===== src/rtl/fisrx_pkg.sv =====
package fisrx_pkg;

  typedef enum logic [1:0] {
    KIND_NONE = 2'd0,
    KIND_REG  = 2'd1,
    KIND_PIO  = 2'd2,
    KIND_SDB  = 2'd3
  } fisKind_t;

  localparam logic [7:0] CODE_REG = 8'h34;
  localparam logic [7:0] CODE_PIO = 8'h5F;
  localparam logic [7:0] CODE_SDB = 8'hA1;

  localparam int IRQ_REG = 0;
  localparam int IRQ_PIO = 1;
  localparam int IRQ_SDB = 2;
  localparam int IRQ_TFE = 3;
  localparam int IRQ_W   = 4;

  localparam int STAT_ERR_BIT = 0;
  localparam int FLAG_IRQ_BIT = 6;
  localparam logic [7:0] SDB_STAT_MASK = 8'h77;
  localparam logic [7:0] NONQ_SLOT     = 8'h80;

  // control -> datapath strobes
  typedef struct packed {
    logic     wr;
    logic     start;
    logic     cap;
    logic     commit;
    fisKind_t kind;
  } fisStb_t;

  function automatic fisKind_t decodeKind(input logic [7:0] code);
    case (code)
      CODE_REG: return KIND_REG;
      CODE_PIO: return KIND_PIO;
      CODE_SDB: return KIND_SDB;
      default:  return KIND_NONE;
    endcase
  endfunction

  function automatic logic [7:0] baseOf(input fisKind_t k);
    case (k)
      KIND_REG: return 8'h40;
      KIND_PIO: return 8'h20;
      KIND_SDB: return 8'h58;
      default:  return 8'h00;
    endcase
  endfunction

  function automatic logic [7:0] lenOf(input fisKind_t k);
    case (k)
      KIND_REG: return 8'd20;
      KIND_PIO: return 8'd20;
      KIND_SDB: return 8'd8;
      default:  return 8'd0;
    endcase
  endfunction

endpackage


===== src/rtl/fisrx_ctrl.sv =====
module fisrx_ctrl
  import fisrx_pkg::*;
#(
  parameter int IDX_W = 5
) (
  input  logic             clk,
  input  logic             rstN,
  input  logic             inValid,
  input  logic             inLast,
  input  logic [7:0]       inData,
  output logic             inReady,
  output fisStb_t          stb,
  output logic [IDX_W-1:0] byteIdx
);

  localparam logic [IDX_W-1:0] IDX_MAX = '1;

  typedef enum logic [1:0] {ST_IDLE, ST_BODY, ST_DROP, ST_COMMIT} state_t;

  state_t           state;
  fisKind_t         kindReg;
  logic [IDX_W-1:0] idxReg;
  fisKind_t         firstKind;
  logic             hs;

  assign inReady   = (state != ST_COMMIT);
  assign hs        = inValid && inReady;
  assign firstKind = decodeKind(inData);

  always_comb begin
    stb        = '0;
    stb.kind   = (state == ST_IDLE) ? firstKind : kindReg;
    stb.start  = hs && (state == ST_IDLE);
    stb.cap    = hs && (state == ST_BODY);
    stb.commit = (state == ST_COMMIT);
    stb.wr     = hs && (((state == ST_IDLE) && (firstKind != KIND_NONE)) ||
                        ((state == ST_BODY) && (int'(idxReg) < int'(lenOf(kindReg)))));
    byteIdx    = (state == ST_IDLE) ? '0 : idxReg;
  end

  always_ff @(posedge clk or negedge rstN) begin
    if (!rstN) begin
      state   <= ST_IDLE;
      kindReg <= KIND_NONE;
      idxReg  <= '0;
    end else begin
      case (state)
        ST_IDLE: if (hs) begin
          kindReg <= firstKind;
          idxReg  <= IDX_W'(1);
          if (firstKind == KIND_NONE) state <= inLast ? ST_IDLE : ST_DROP;
          else                        state <= inLast ? ST_COMMIT : ST_BODY;
        end
        ST_BODY: if (hs) begin
          if (idxReg != IDX_MAX) idxReg <= idxReg + 1'b1;
          if (inLast) state <= ST_COMMIT;
        end
        ST_DROP: if (hs && inLast) state <= ST_IDLE;
        default: state <= ST_IDLE;
      endcase
    end
  end

endmodule


===== src/rtl/fisrx_datapath.sv =====
module fisrx_datapath
  import fisrx_pkg::*;
#(
  parameter int SLOTS  = 32,
  parameter int ADDR_W = 8,
  parameter int IDX_W  = 5
) (
  input  logic                     clk,
  input  logic                     rstN,
  input  fisStb_t                  stb,
  input  logic [IDX_W-1:0]         byteIdx,
  input  logic [7:0]               inData,
  input  logic [$clog2(SLOTS)-1:0] curSlot,
  input  logic [IRQ_W-1:0]         isrClr,
  input  logic                     tfdLoad,
  input  logic [15:0]              tfdLoadVal,
  input  logic [SLOTS-1:0]         sactSet,
  input  logic                     portStop,
  output logic                     ramWe,
  output logic [ADDR_W-1:0]        ramAddr,
  output logic [7:0]               ramData,
  output logic [IRQ_W-1:0]         isrStat,
  output logic [15:0]              tfdStat,
  output logic [SLOTS-1:0]         sactStat,
  output logic                     errWait,
  output logic [7:0]               errSlot,
  output logic [7:0]               errStatus,
  output logic [7:0]               errCode
);

  logic [7:0]       flagsB, statB, errB;
  logic [31:0]      maskB;
  logic             errHit, isSdb;
  logic [IRQ_W-1:0] setBits;
  logic [SLOTS-1:0] sactNext;

  assign ramWe   = stb.wr;
  assign ramAddr = ADDR_W'(baseOf(stb.kind)) + ADDR_W'(byteIdx);
  assign ramData = inData;

  // header bytes captured as they stream past
  always_ff @(posedge clk or negedge rstN) begin
    if (!rstN) begin
      flagsB <= '0; statB <= '0; errB <= '0; maskB <= '0;
    end else if (stb.start) begin
      flagsB <= '0; statB <= '0; errB <= '0; maskB <= '0;
    end else if (stb.cap) begin
      case (int'(byteIdx))
        1: flagsB       <= inData;
        2: statB        <= inData;
        3: errB         <= inData;
        4: maskB[7:0]   <= inData;
        5: maskB[15:8]  <= inData;
        6: maskB[23:16] <= inData;
        7: maskB[31:24] <= inData;
        default: ;
      endcase
    end
  end

  assign errHit = statB[STAT_ERR_BIT];
  assign isSdb  = (stb.kind == KIND_SDB);

  always_comb begin
    setBits = '0;
    if (stb.commit) begin
      if (flagsB[FLAG_IRQ_BIT]) begin
        case (stb.kind)
          KIND_REG: setBits[IRQ_REG] = 1'b1;
          KIND_PIO: setBits[IRQ_PIO] = 1'b1;
          KIND_SDB: setBits[IRQ_SDB] = 1'b1;
          default:  ;
        endcase
      end
      if (errHit) setBits[IRQ_TFE] = 1'b1;
    end
  end

  always_comb begin
    sactNext = sactStat | sactSet;
    if (stb.commit && isSdb && !errHit) sactNext = sactNext & ~maskB[SLOTS-1:0];
  end

  always_ff @(posedge clk or negedge rstN) begin
    if (!rstN) begin
      isrStat   <= '0;
      tfdStat   <= '0;
      sactStat  <= '0;
      errWait   <= 1'b0;
      errSlot   <= '0;
      errStatus <= '0;
      errCode   <= '0;
    end else begin
      isrStat  <= (isrStat & ~isrClr) | setBits;
      sactStat <= sactNext;
      if (stb.commit && isSdb)
        tfdStat <= {tfdStat[15:8], (tfdStat[7:0] & ~SDB_STAT_MASK) | (statB & SDB_STAT_MASK)};
      else if (stb.commit)
        tfdStat <= {errB, statB};
      else if (tfdLoad)
        tfdStat <= tfdLoadVal;
      if (stb.commit && errHit) begin
        errWait   <= 1'b1;
        errSlot   <= isSdb ? 8'(curSlot) : NONQ_SLOT;
        errStatus <= isSdb ? (statB & SDB_STAT_MASK) : statB;
        errCode   <= errB;
      end else if (portStop) begin
        errWait <= 1'b0;
      end
    end
  end

endmodule


===== src/rtl/fisrx_writer.sv =====
module fisrx_writer
  import fisrx_pkg::*;
#(
  parameter int SLOTS  = 32,
  parameter int ADDR_W = 8,
  parameter int IDX_W  = 5
) (
  input  logic                     clk,
  input  logic                     rstN,
  input  logic                     inValid,
  output logic                     inReady,
  input  logic [7:0]               inData,
  input  logic                     inLast,
  input  logic [$clog2(SLOTS)-1:0] curSlot,
  input  logic [3:0]               isrClr,
  input  logic                     tfdLoad,
  input  logic [15:0]              tfdLoadVal,
  input  logic [SLOTS-1:0]         sactSet,
  input  logic                     portStop,
  output logic                     ramWe,
  output logic [ADDR_W-1:0]        ramAddr,
  output logic [7:0]               ramData,
  output logic [3:0]               isrStat,
  output logic [15:0]              tfdStat,
  output logic [SLOTS-1:0]         sactStat,
  output logic                     errWait,
  output logic [7:0]               errSlot,
  output logic [7:0]               errStatus,
  output logic [7:0]               errCode
);

  fisStb_t          stb;
  logic [IDX_W-1:0] byteIdx;

  fisrx_ctrl #(.IDX_W(IDX_W)) u_ctrl (
    .clk(clk), .rstN(rstN), .inValid(inValid), .inLast(inLast), .inData(inData),
    .inReady(inReady), .stb(stb), .byteIdx(byteIdx)
  );

  fisrx_datapath #(.SLOTS(SLOTS), .ADDR_W(ADDR_W), .IDX_W(IDX_W)) u_dp (
    .clk(clk), .rstN(rstN), .stb(stb), .byteIdx(byteIdx), .inData(inData),
    .curSlot(curSlot), .isrClr(isrClr), .tfdLoad(tfdLoad), .tfdLoadVal(tfdLoadVal),
    .sactSet(sactSet), .portStop(portStop), .ramWe(ramWe), .ramAddr(ramAddr),
    .ramData(ramData), .isrStat(isrStat), .tfdStat(tfdStat), .sactStat(sactStat),
    .errWait(errWait), .errSlot(errSlot), .errStatus(errStatus), .errCode(errCode)
  );

endmodule


===== config.mk =====
export PLATFORM = sky130hd
export DESIGN_NAME = fisrx_writer
export DESIGN_NICKNAME = d
export VERILOG_FILES = /design/src/rtl/fisrx_pkg.sv /design/src/rtl/fisrx_ctrl.sv /design/src/rtl/fisrx_datapath.sv /design/src/rtl/fisrx_writer.sv
export SDC_FILE = /design/constraint.sdc
export NUM_CORES = 1
export LEC_CHECK = 0
export BUFFER_PORTS_ARGS = -buffer_cell sky130_fd_sc_hd__buf_2
export CAP_MARGIN = 20
export CORE_ASPECT_RATIO = 0.7
export CORE_MARGIN = 8
export CORE_UTILIZATION = 35
export DETAILED_ROUTE_END_ITERATION = 12
export PLACE_DENSITY = 0.59
export SYNTH_ARGS = -nofsm -noshare
export SYNTH_HDL_FRONTEND = slang
export SYNTH_HIERARCHICAL = 1
export SYNTH_SLANG_ARGS = --single-unit

===== constraint.sdc =====
create_clock -name clk -period 1.7 [get_ports clk]
set_clock_uncertainty 0.05 [all_clocks]
set_input_delay 0.085 -clock clk [delete_from_list [all_inputs] [get_ports clk]]
set_output_delay 0.085 -clock clk [all_outputs]
set_load 0.005 [all_outputs]

== After elaboration in Yosys (flattened, before gate mapping) ==
Index checks and enable logic that the tools add are counted.
W data, S select, Z words.

* Flip-flop bits (word level): 141
* Latch bits: 0
* Bits in writable memories: 0
* Memory bits (read-only): 0
* Bits of input ports: 71
* Output and inout bits: 95
* Memories kept: 0

* $add $sub $neg: 2
* Multiply operators: 0
* Divide/modulo/power cells: 0
* Magnitude comparators: 1
* Eq/ne operators: 26
* Shift-type cells: 0
* Muxes and demuxes: 46
* Bitwise logic cells: 8
* Reductions and logical operators: 39

{| class="wikitable"
|+ Operator list
! operator !! number
|-
| $mux W8 || 13
|-
| $mux W32 || 3
|-
| $and A32 B32 Y32 || 1
|-
| $mux W16 || 2
|-
| $not A32 Y32 || 1
|-
| $or A32 B32 Y32 || 1
|-
| $reduce_bool A2 Y1 || 12
|-
| $mux W7 || 3
|-
| $pmux W7 S3 || 1
|-
| $eq A5 B3 Y1 const B || 4
|-
| $mux W5 || 4
|-
| $pmux W5 S2 || 2
|-
| $reduce_and A2 Y1 || 9
|-
| $mux W2 || 8
|-
| $eq A2 B2 Y1 const B || 6
|-
| $pmux W2 S3 || 2
|-
| $eq A5 B2 Y1 const B || 2
|-
| $logic_and A1 B1 Y1 || 10
|-
| $add A7 B5 Y8 || 1
|-
| $eq A8 B6 Y1 const B || 1
|-
| $eq A8 B7 Y1 const B || 1
|-
| $eq A8 B8 Y1 const B || 1
|-
| $or A8 B7 Y8 || 1
|-
| $reduce_and A4 Y1 || 2
|-
| other kinds (19) || 31
|}

== Longest topological paths before layout ==
Gate-level depths: netlist (run 1).

* Depth after elaboration: 8
* Mapped depth: 10
* Depth with buffers taken out: 9

== Modules after synthesis ==
The synthesis (run 1) kept the hierarchy.

{| class="wikitable"
|+ By module, submodules not included
! module !! instances !! cells each !! area an instance (um^2) !! sequential area each (um^2)
|-
| fisrx_datapath || 1 || 440 || 5261.3 || 3103.0
|-
| fisrx_ctrl || 1 || 77 || 725.7 || 225.2
|}

== Least setup slack after synthesis (run 1) ==
Ideal clock, no wire load.

* Path kind: input to register
* From: input inData[1]
* To: register u_dp.sactStat[10]
* Arrival time: 1720 ps
* Required time: 1526 ps
* Slack: -193 ps
* Cell stages on the path: 9
* Path buffers: 2
* Cell sequence: nor4b_4 and4bb_1 o21ai_1 o31ai_2 buf_2 nand2_1 nor3b_2 buf_2 a21oi_1

{| class="wikitable"
|+ RTL lines
! item !! line !! source
|-
| from (decl) || fisrx_writer.sv:12 || <nowiki>input logic [7:0] inData,</nowiki>
|-
| to (signal assigned) || fisrx_datapath.sv:95 || <nowiki>sactStat <= sactNext;</nowiki>
|-
| to (decl) || fisrx_datapath.sv:24 || <nowiki>output logic [SLOTS-1:0] sactStat,</nowiki>
|}

== Worst setup path after layout (run 1) ==
* From: register u_ctrl.state[0]
* To: output ramAddr[5]

* Elaborated cells between the ends (all ways): 8

{| class="wikitable"
|+ RTL lines
! item !! line !! source
|-
| from (decl) || fisrx_ctrl.sv:20 || <nowiki>state_t state;</nowiki>
|-
| from (signal assigned) || fisrx_ctrl.sv:51 || <nowiki>if (firstKind == KIND_NONE) state <= inLast ? ST_IDLE : ST_DROP;</nowiki>
|-
| from (signal assigned) || fisrx_ctrl.sv:52 || <nowiki>else state <= inLast ? ST_COMMIT : ST_BODY;</nowiki>
|-
| $logic_not A2 Y1 || fisrx_ctrl.sv:38 || <nowiki>byteIdx = (state == ST_IDLE) ? '0 : idxReg;</nowiki>
|-
| $mux W5 || fisrx_ctrl.sv:38 ||
|-
| via byteIdx[3] || fisrx_writer.sv:33 || <nowiki>logic [IDX_W-1:0] byteIdx;</nowiki>
|-
| $add A7 B5 Y8 || fisrx_datapath.sv:38 || <nowiki>assign ramAddr = ADDR_W'(baseOf(stb.kind)) + ADDR_W'(byteIdx);</nowiki>
|-
| to (decl) || fisrx_writer.sv:21 || <nowiki>output logic [ADDR_W-1:0] ramAddr,</nowiki>
|}

The timed path passes the listed nets, and every way through them passes these cells.

==> results.md, run 1 <==
- Longest Clk Path Bufs: 2
- Critical path launch point type: register
- Layout Utilization: 58.1%
- Fin crit period: 2.13 ns
- Synth cell types: 47
- Number of global-route vias before repair: 5379
- First-pass GRT wire length: 29.3 mm
- Worst-Skew Late Latency: 0.41 ns
- Period utilisation layout: 125%
- Row count: 40
- # IOs: 166
- Sequential area share after synthesis: 55.6%
- Yosys reg bits: 133
- Pins Over Slew Limit: 0
- Iteration-0 DRC Markers: 312
- Cell family with most CP delay: simple AND/OR/NAND/NOR gates
- Peak per-stage delay on the critical path: 0.45 ns
- Setup violators final: 121
- CTS tree: yes
- YS warnings: 6
- Crit-path most repeated cell: buf_6
- GRT overflow: 0
- Crit path buffers/inverters: 3
- Place WS: -0.398 ns
- Combinational Power Share: 11.9%
- PortBufs: 162
- Worst-path clk slew: 0.05 ns
- Area occupied by multi-input gates: 0.00302 mm^2
- Register area: 0.00333 mm^2
- Antenna violations before repair: 0
- Avg Synthesized Cell Area: 11.6 um^2
- Status: finished, violations left
- Net Sw Frac: 22.2%
- Detailed-route DRC error count: 0
- Launch point of the critical path: u_ctrl/state[0]$_DFFE_PN0P_
- Hold Fails Final Rpt: 0
- Internal power: 6.18 mW
- Worst-path cell with the longest stage delay: dfrtp_2
- DR pass1 iterations: 4
- Full die area: 0.0216 mm^2
- Worst Path Arrival: 2.00 ns
- Largest net degree at the start of global routing: 40
- PwrDens: 804 mW/mm^2
- Layout cells sized above 1: 49.3%
- Post-synth EDFFs: 0
- Hold_ws: 0.0823 ns
- Total power: 7.94 mW
- Die span in x: 172 um
- Kind of critical path: reg -> out
- Top FF cell, synth: dfrtp_1
- Final WS setup: -0.433 ns
- Fmax: 469 MHz
- Antenna cells: 0
- Failing checks: setup timing
- HP Class: in -> reg
- All-layer global routing usage: 17.5%
- Via Count: 4937
- Area Overhead vs Synth: 64.8%
- Setup TNS: -19.35 ns
- VDD IR max: 595 uV
- Filler Cells Inserted: 1356
- Launch point of the worst reg-to-reg path: u_ctrl/state[0]$_DFFE_PN0P_
- RSZ-0062 raised after global routing: yes
- Maximum capacitance violations: 0
- Routed wire length: 18.7 mm
- Layout Nets: 896
- Clk root buf: clkbuf_16
- Starting Density: 35.3%
- Startpoint of the worst hold path: inData[5]
- Total core area: 0.0170 mm^2
- Sequential share of power: 41.0%
- Switch Pwr: 1.76 mW
- Vias/cell: 4.64
- Syn Std Cell Area: 0.00599 mm^2
- Wire length per cell: 17.6 um
- ANT nets after route: 0
- Cts bufs inserted: 17
- H-Tree Level Count: 4
- Hpwl dp: 12.5 mm
- Async S/R FF share, synth: 100%
- Clock share of power: 47.0%
- Cell Chain, Critical Path: buf_6 -> nor2_4 -> nor2b_4 -> buf_6 -> and3_4 -> ha_4 -> o21ai_1 -> buf_2
- Clock sinks: 133
- Critical Path RT: 1.56 ns
- Crit path max fanout: 5
- Worst Setup End Kind: output pin
- Static leakage: 4.73 nW
- Final estimated routing congestion in global placement: 0.814
- Cells after synthesis: 517
- Chip height: 125 um
final cells by class:
class / count / area share, %
well taps: 231 / 2.93
clock inverters: 7 / 1.20
inverters: 12 / 0.609
multi-input cells: 336 / 30.6
repair buffers: 319 / 26.0
flip-flops and latches: 133 / 33.8
clock buffers: 25 / 4.92
power by group through the flow:
| stage | sequential (mW) | clock [mW] | combinational (mW) |
|---|---|---|---|
| floorplan | 3.31 | 0 | 0.280 |
| global route | 3.26 | 3.98 | 1.02 |
| detailed placement | 3.31 | 0 | 0.700 |
| CTS | 3.25 | 3.82 | 0.942 |
| finish | 3.25 | 3.73 | 0.948 |
| global placement | 3.30 | 0 | 0.688 |
worst register-to-register path, stage by stage, from the launching register on:
cell and delay, ns:
dfrtp_2 0.45, buf_6 0.14, nor2_4 0.21, nor2b_4 0.07, buf_4 0.13, or3b_4 0.41
nor4b_4 0.30, mux2i_1 0.20
cell usage in the layout (no fill, tap or decap), types with 4 or more instances in the layout:
cell	Yosys	routed
buf_6	0	30
clkbuf_16	0	17
clkbuf_1	11	5
nand2_1	24	12
buf_12	0	16
a22o_1	9	9
a21oi_2	0	30
buf_16	0	4
o21ai_0	14	6
mux2_2	31	10
dlygate4sd3_1	0	61
buf_2	12	157
dfrtp_1	133	131
nor2_1	37	36
nor2b_4	0	5
nand2_2	1	4
inv_1	11	9
o21ai_2	2	4
nand2_8	0	7
mux2i_1	56	56
o21ai_1	4	9
buf_4	15	49
mux2_4	0	21
nand2b_1	63	59
cell usage after synthesis (all sizes together) (8+ instances only):
cell / n / area, um^2
dfrtp: 133 / 3330
nand2b: 63 / 394
mux2i: 56 / 561
nor2: 39 / 156
a21oi: 34 / 170
mux2: 31 / 349
buf: 27 / 173
nand2: 25 / 96.4
o21ai: 20 / 108
inv: 12 / 45.0
clkbuf: 11 / 41.3
a22o: 9 / 78.8
nor2b: 8 / 50.1
sequential cells by signal (all words and copies together), names as in the netlist, 2 cells and up:
signal	flops
u_dp/maskB	32
u_dp/sactStat	32
u_dp/tfdStat	16
u_dp/errB	8
u_dp/errCode	8
u_dp/errStatus	8
u_dp/statB	8
u_dp/errSlot	6
u_ctrl/idxReg	5
u_dp/isrStat	4
u_ctrl/kindReg	2
u_ctrl/state	2
per-layer routing:
metal / vias to the layer above / share of wire, % / track usage [%]
met5: - / 0 / 0
met4: 0 / 1.1 / 4.95
met3: 15 / 5.9 / 4.59
met2: 129 / 47 / 27.6
met1: 2425 / 46 / 23.2
li1: 2368 / - / -
final timing paths:
path	endpoint	slack, ns	depth (start not counted)
max reg2reg	u_dp/flagsB[6]$_DFFE_PN0P_	-0.33	7
min reg2reg	u_dp/sactStat[6]$_DFF_PN0_	0.41	1
max in group asynchronous	u_dp/errCode[1]$_DFFE_PN0P_	0.87	3
min	u_dp/maskB[5]$_DFFE_PN0P_	0.08	4
max	ramAddr[5]	-0.43	8
min in group asynchronous	u_dp/sactStat[19]$_DFF_PN0_	0.09	2
metrics by stage:
step,std cells,cell area (um^2)
2_1_floorplan,519,6230
3_3_place_gp,940,7710
3_5_place_dp,940,7710
4_1_cts,1062,9680
5_1_grt,1063,9860
6_report,1063,9860
repair_timing:
item                                    in CTS  in global routing
resized for setup                           96                 55
endpoints found under the setup margin     120                125
buffers inserted                            26                  9
pin swaps                                   19                 21
cloned                                       6                  0
endpoints found under the hold margin      193                  0
hold buffers                                61                  0
cell families after synthesis:
kind of cell	share of synthesized area [%]
buffers and inverters	4.33
adders and majority gates	1.25
AOI/OAI and AO/OA	7.67
xor gates and xnor gates	0.585
and+or+nand+nor	15.3
other	0.0626
DFF	55.6
muxes	15.2
(Power assumes the default switching activity.)
==> run 2, diff against run 1 <==
Settings changed: CORE_UTILIZATION 35 to 30, PLACE_DENSITY 0.59 to 0.51.
Clock period 1.7 ns to 2.4 ns, I/O delays scaled along.
==> run 2 against run 1 <==
Cell area down 16%. Register-to-register slack better by 0.53 ns. Critical path depth down 1. Largest cell class unchanged. Clock power fell by 30%. Hold slack got worse by 0.060 ns. Utilization fell by 16 points. Sequential power is 29% lower. Wire length is 8.5% lower. Die area increased by 15%. Worst setup slack gained 0.56 ns. The flow now finishes without violations.
==> results.md, run 2 (synthesis results as in run 1) <==
- Reg2reg setup slack: 0.20 ns (+0.53 ns)
- Worst Path Arrival: 2.11 ns (+0.11 ns)
- First-pass GRT wire length: 27.1 mm (-7.4%)
- Largest registers: u_dp/maskB x32, u_dp/sactStat x32, u_dp/tfdStat x16
- Hpwl dp: 12.0 mm (-4.3%)
- Crit path max fanout: 11 (+6)
- ANT nets after route: 0 (unchanged)
- Layout Nets: 811 (-9.5%)
- Row count: 43 (+7.5%)
- Wire length per cell: 16.8 um (-4.3%)
- Critical path launch point type: register
- Place WS: 0.0885 ns (+0.486 ns)
- Fin crit period: 2.28 ns
- # IOs: 166 (unchanged)
- CTS tree: yes
- Cell family with most CP delay: simple AND/OR/NAND/NOR gates
- Pins Over Slew Limit: 0 (unchanged)
- Vias/cell: 4.53 (-2.5%)
- Filler Cells Inserted: 1891 (+39%)
- All-layer global routing usage: 14.1% (-3.4 points)
- Iteration-0 DRC Markers: 310 (-0.64%)
- Kind of critical path: reg -> out
- Commonest non-fill, non-tap cells in the layout: 161 x buf_2, 131 x dfrtp_1, 63 x nand2b_1
- DR pass1 iterations: 4 (unchanged)
- Peak per-stage delay on the critical path: 0.57 ns (+0.12 ns)
- Status: completed
- Gr busiest metal: met2
- Worst-Skew Late Latency: 0.42 ns (about the same)
- Worst-path cell with the longest stage delay: dfrtp_2
- Antenna cells: 0 (unchanged)
- Setup TNS: 0 ns (+19.35 ns)
- Hold EP: u_dp/tfdStat[8]$_DFFE_PN0P_
- Reg-to-reg endpoint: u_dp/errSlot[4]$_DFFE_PN0P_
- Number of global-route vias before repair: 4900 (-8.9%)
- Longest Clk Path Bufs: 2 (unchanged)
- Antenna violations before repair: 0 (unchanged)
- Fmax: 439 MHz
- Most common cell after layout, fill and taps aside: buf_2
- Grt met1 use: 19.2% (-4.0 points)
- Placed insts: 929 (-1.2%)
- M3 GR Usage: 4.05% (-0.54 points)
- Slew Limit Headroom: 57.6%
- Final WS setup: 0.122 ns (+0.555 ns)
- Hold_ws: 0.0228 ns (-0.0596 ns)
- Hold Fails Final Rpt: 0 (unchanged)
- Period utilisation layout: 94.9%
- Final estimated routing congestion in global placement: 0.762 (-6.4%)
- HP Class: in -> reg
- WHS Path Cells: 3 (-1)
- Detailed-route DRC error count: 0 (unchanged)
- Routed wire length: 17.1 mm (-8.5%)
- Die span in x: 185 um (+7.3%)
- Cell Chain, Critical Path: nor2_4 -> nor2b_1 -> and3_1 -> ha_1 -> nand2_1 -> o21ai_1 -> buf_2
- VDD IR max: 445 uV (-25%)
- Crit path buffers/inverters: 1 (-2)
- Layout cells sized above 1: 34.8% (-14 points)
- Full die area: 0.0248 mm^2 (+15%)
- Starting Density: 30.4% (-4.9 points)
- Fin cells: 1017 (-4.3%)
- Chip height: 134 um (+7.0%)
- PwrDens: 648 mW/mm^2 (-19%)
- PortBufs: 162 (unchanged)
- Maximum capacitance violations: 0 (unchanged)
- Via Count: 4603 (-6.8%)
- Worst reg2reg path depth: 7 (unchanged)
- H-Tree Level Count: 4 (unchanged)
- GRT overflow: 0 (unchanged)
- Area Overhead vs Synth: 38.3%
- Total core area: 0.0197 mm^2 (+16%)
- Cts bufs inserted: 17 (unchanged)
- Static leakage: 3.99 nW (-16%)
- Total power: 5.37 mW (-32%)
- Launch point of the worst reg-to-reg path: u_ctrl/state[0]$_DFFE_PN0P_
- Actual slew at the worst max-slew pin: 0.636 ns
- Largest net degree at the start of global routing: 66 (+65%)
- Clock sinks: 133 (unchanged)
- Setup violators final: 0 (-100%)
- Clk root buf: clkbuf_16
- Critical Path RT: 2.23 ns (+0.67 ns)
- Startpoint of the worst hold path: tfdLoadVal[8]
- Worst-path clk slew: 0.06 ns (about the same)
- Worst Setup End Kind: output pin
- Global-route track usage on met2: 21.3% (-6.3 points)
run 2: cell type report:
| type | count | area [um^2] | share of cell area (%) |
|---|---|---|---|
| Clock buffer | 20 | 447 | 5.39 |
| Sequential cell | 133 | 3330 | 40.2 |
| Tap cell | 270 | 338 | 4.08 |
| Clock inverter | 12 | 144 | 1.74 |
| Inverter | 12 | 45.0 | 0.544 |
| Timing Repair Buffer | 234 | 1530 | 18.5 |
| Multi-Input combinational cell | 336 | 2450 | 29.6 |
run 2: power by group:
part / leakage [nW] / internal (mW) / switching, mW / total [mW]
sequential: 1.62 / 2.28 / 0.0335 / 2.31
combinational: 2.08 / 0.224 / 0.223 / 0.447
clock: 0.284 / 1.58 / 1.03 / 2.61
run 2: repair_timing:
action / 4_1_cts / 5_1_grt
pin swaps: 0 / 2
endpoints found under the hold margin: 97 / 0
resized for setup: 4 / 8
hold buffers: 54 / 0
buffers inserted: 0 / 2
endpoints found under the setup margin: 2 / 1
run 2: how the worst max path moves through the flow:
stage,startpoint,to,slack (ns),depth (start not counted)
after floorplan,inData[1],ramAddr[5],0.47,9
after global placement,inData[1],u_dp/sactStat[13]$_DFF_PN0_,0.12,10
after detailed placement,inData[1],u_dp/tfdStat[11]$_DFFE_PN0P_,0.09,9
after CTS,u_ctrl/state[0]$_DFFE_PN0P_,ramAddr[5],0.03,6
after global routing,u_ctrl/state[1]$_DFFE_PN0P_,ramAddr[5],-0.006,7
final,u_ctrl/state[1]$_DFFE_PN0P_,ramAddr[5],0.12,7
run 2: worst min-delay path: stages:
cell and delay [ns]:
buf_2 0.08, mux2_2 0.13, mux2_2 0.13
run 2: through the flow:
step | util (%) | area [um^2]
after global placement | 36.1 | 7100
after global routing | 42.1 | 8280
after detailed placement | 36.1 | 7100
after floorplan | - | 5990
after CTS | 41.8 | 8240
final | 42.1 | 8280
run 2: routing by layer:
| layer | vias to the layer above | wire (um) |
|---|---|---|
| met1 | 2276 | 8390 |
| li1 | 2188 | - |
| met3 | 15 | 1050 |
| met4 | 0 | 190 |
| met5 | - | 0 |
| met2 | 124 | 7490 |
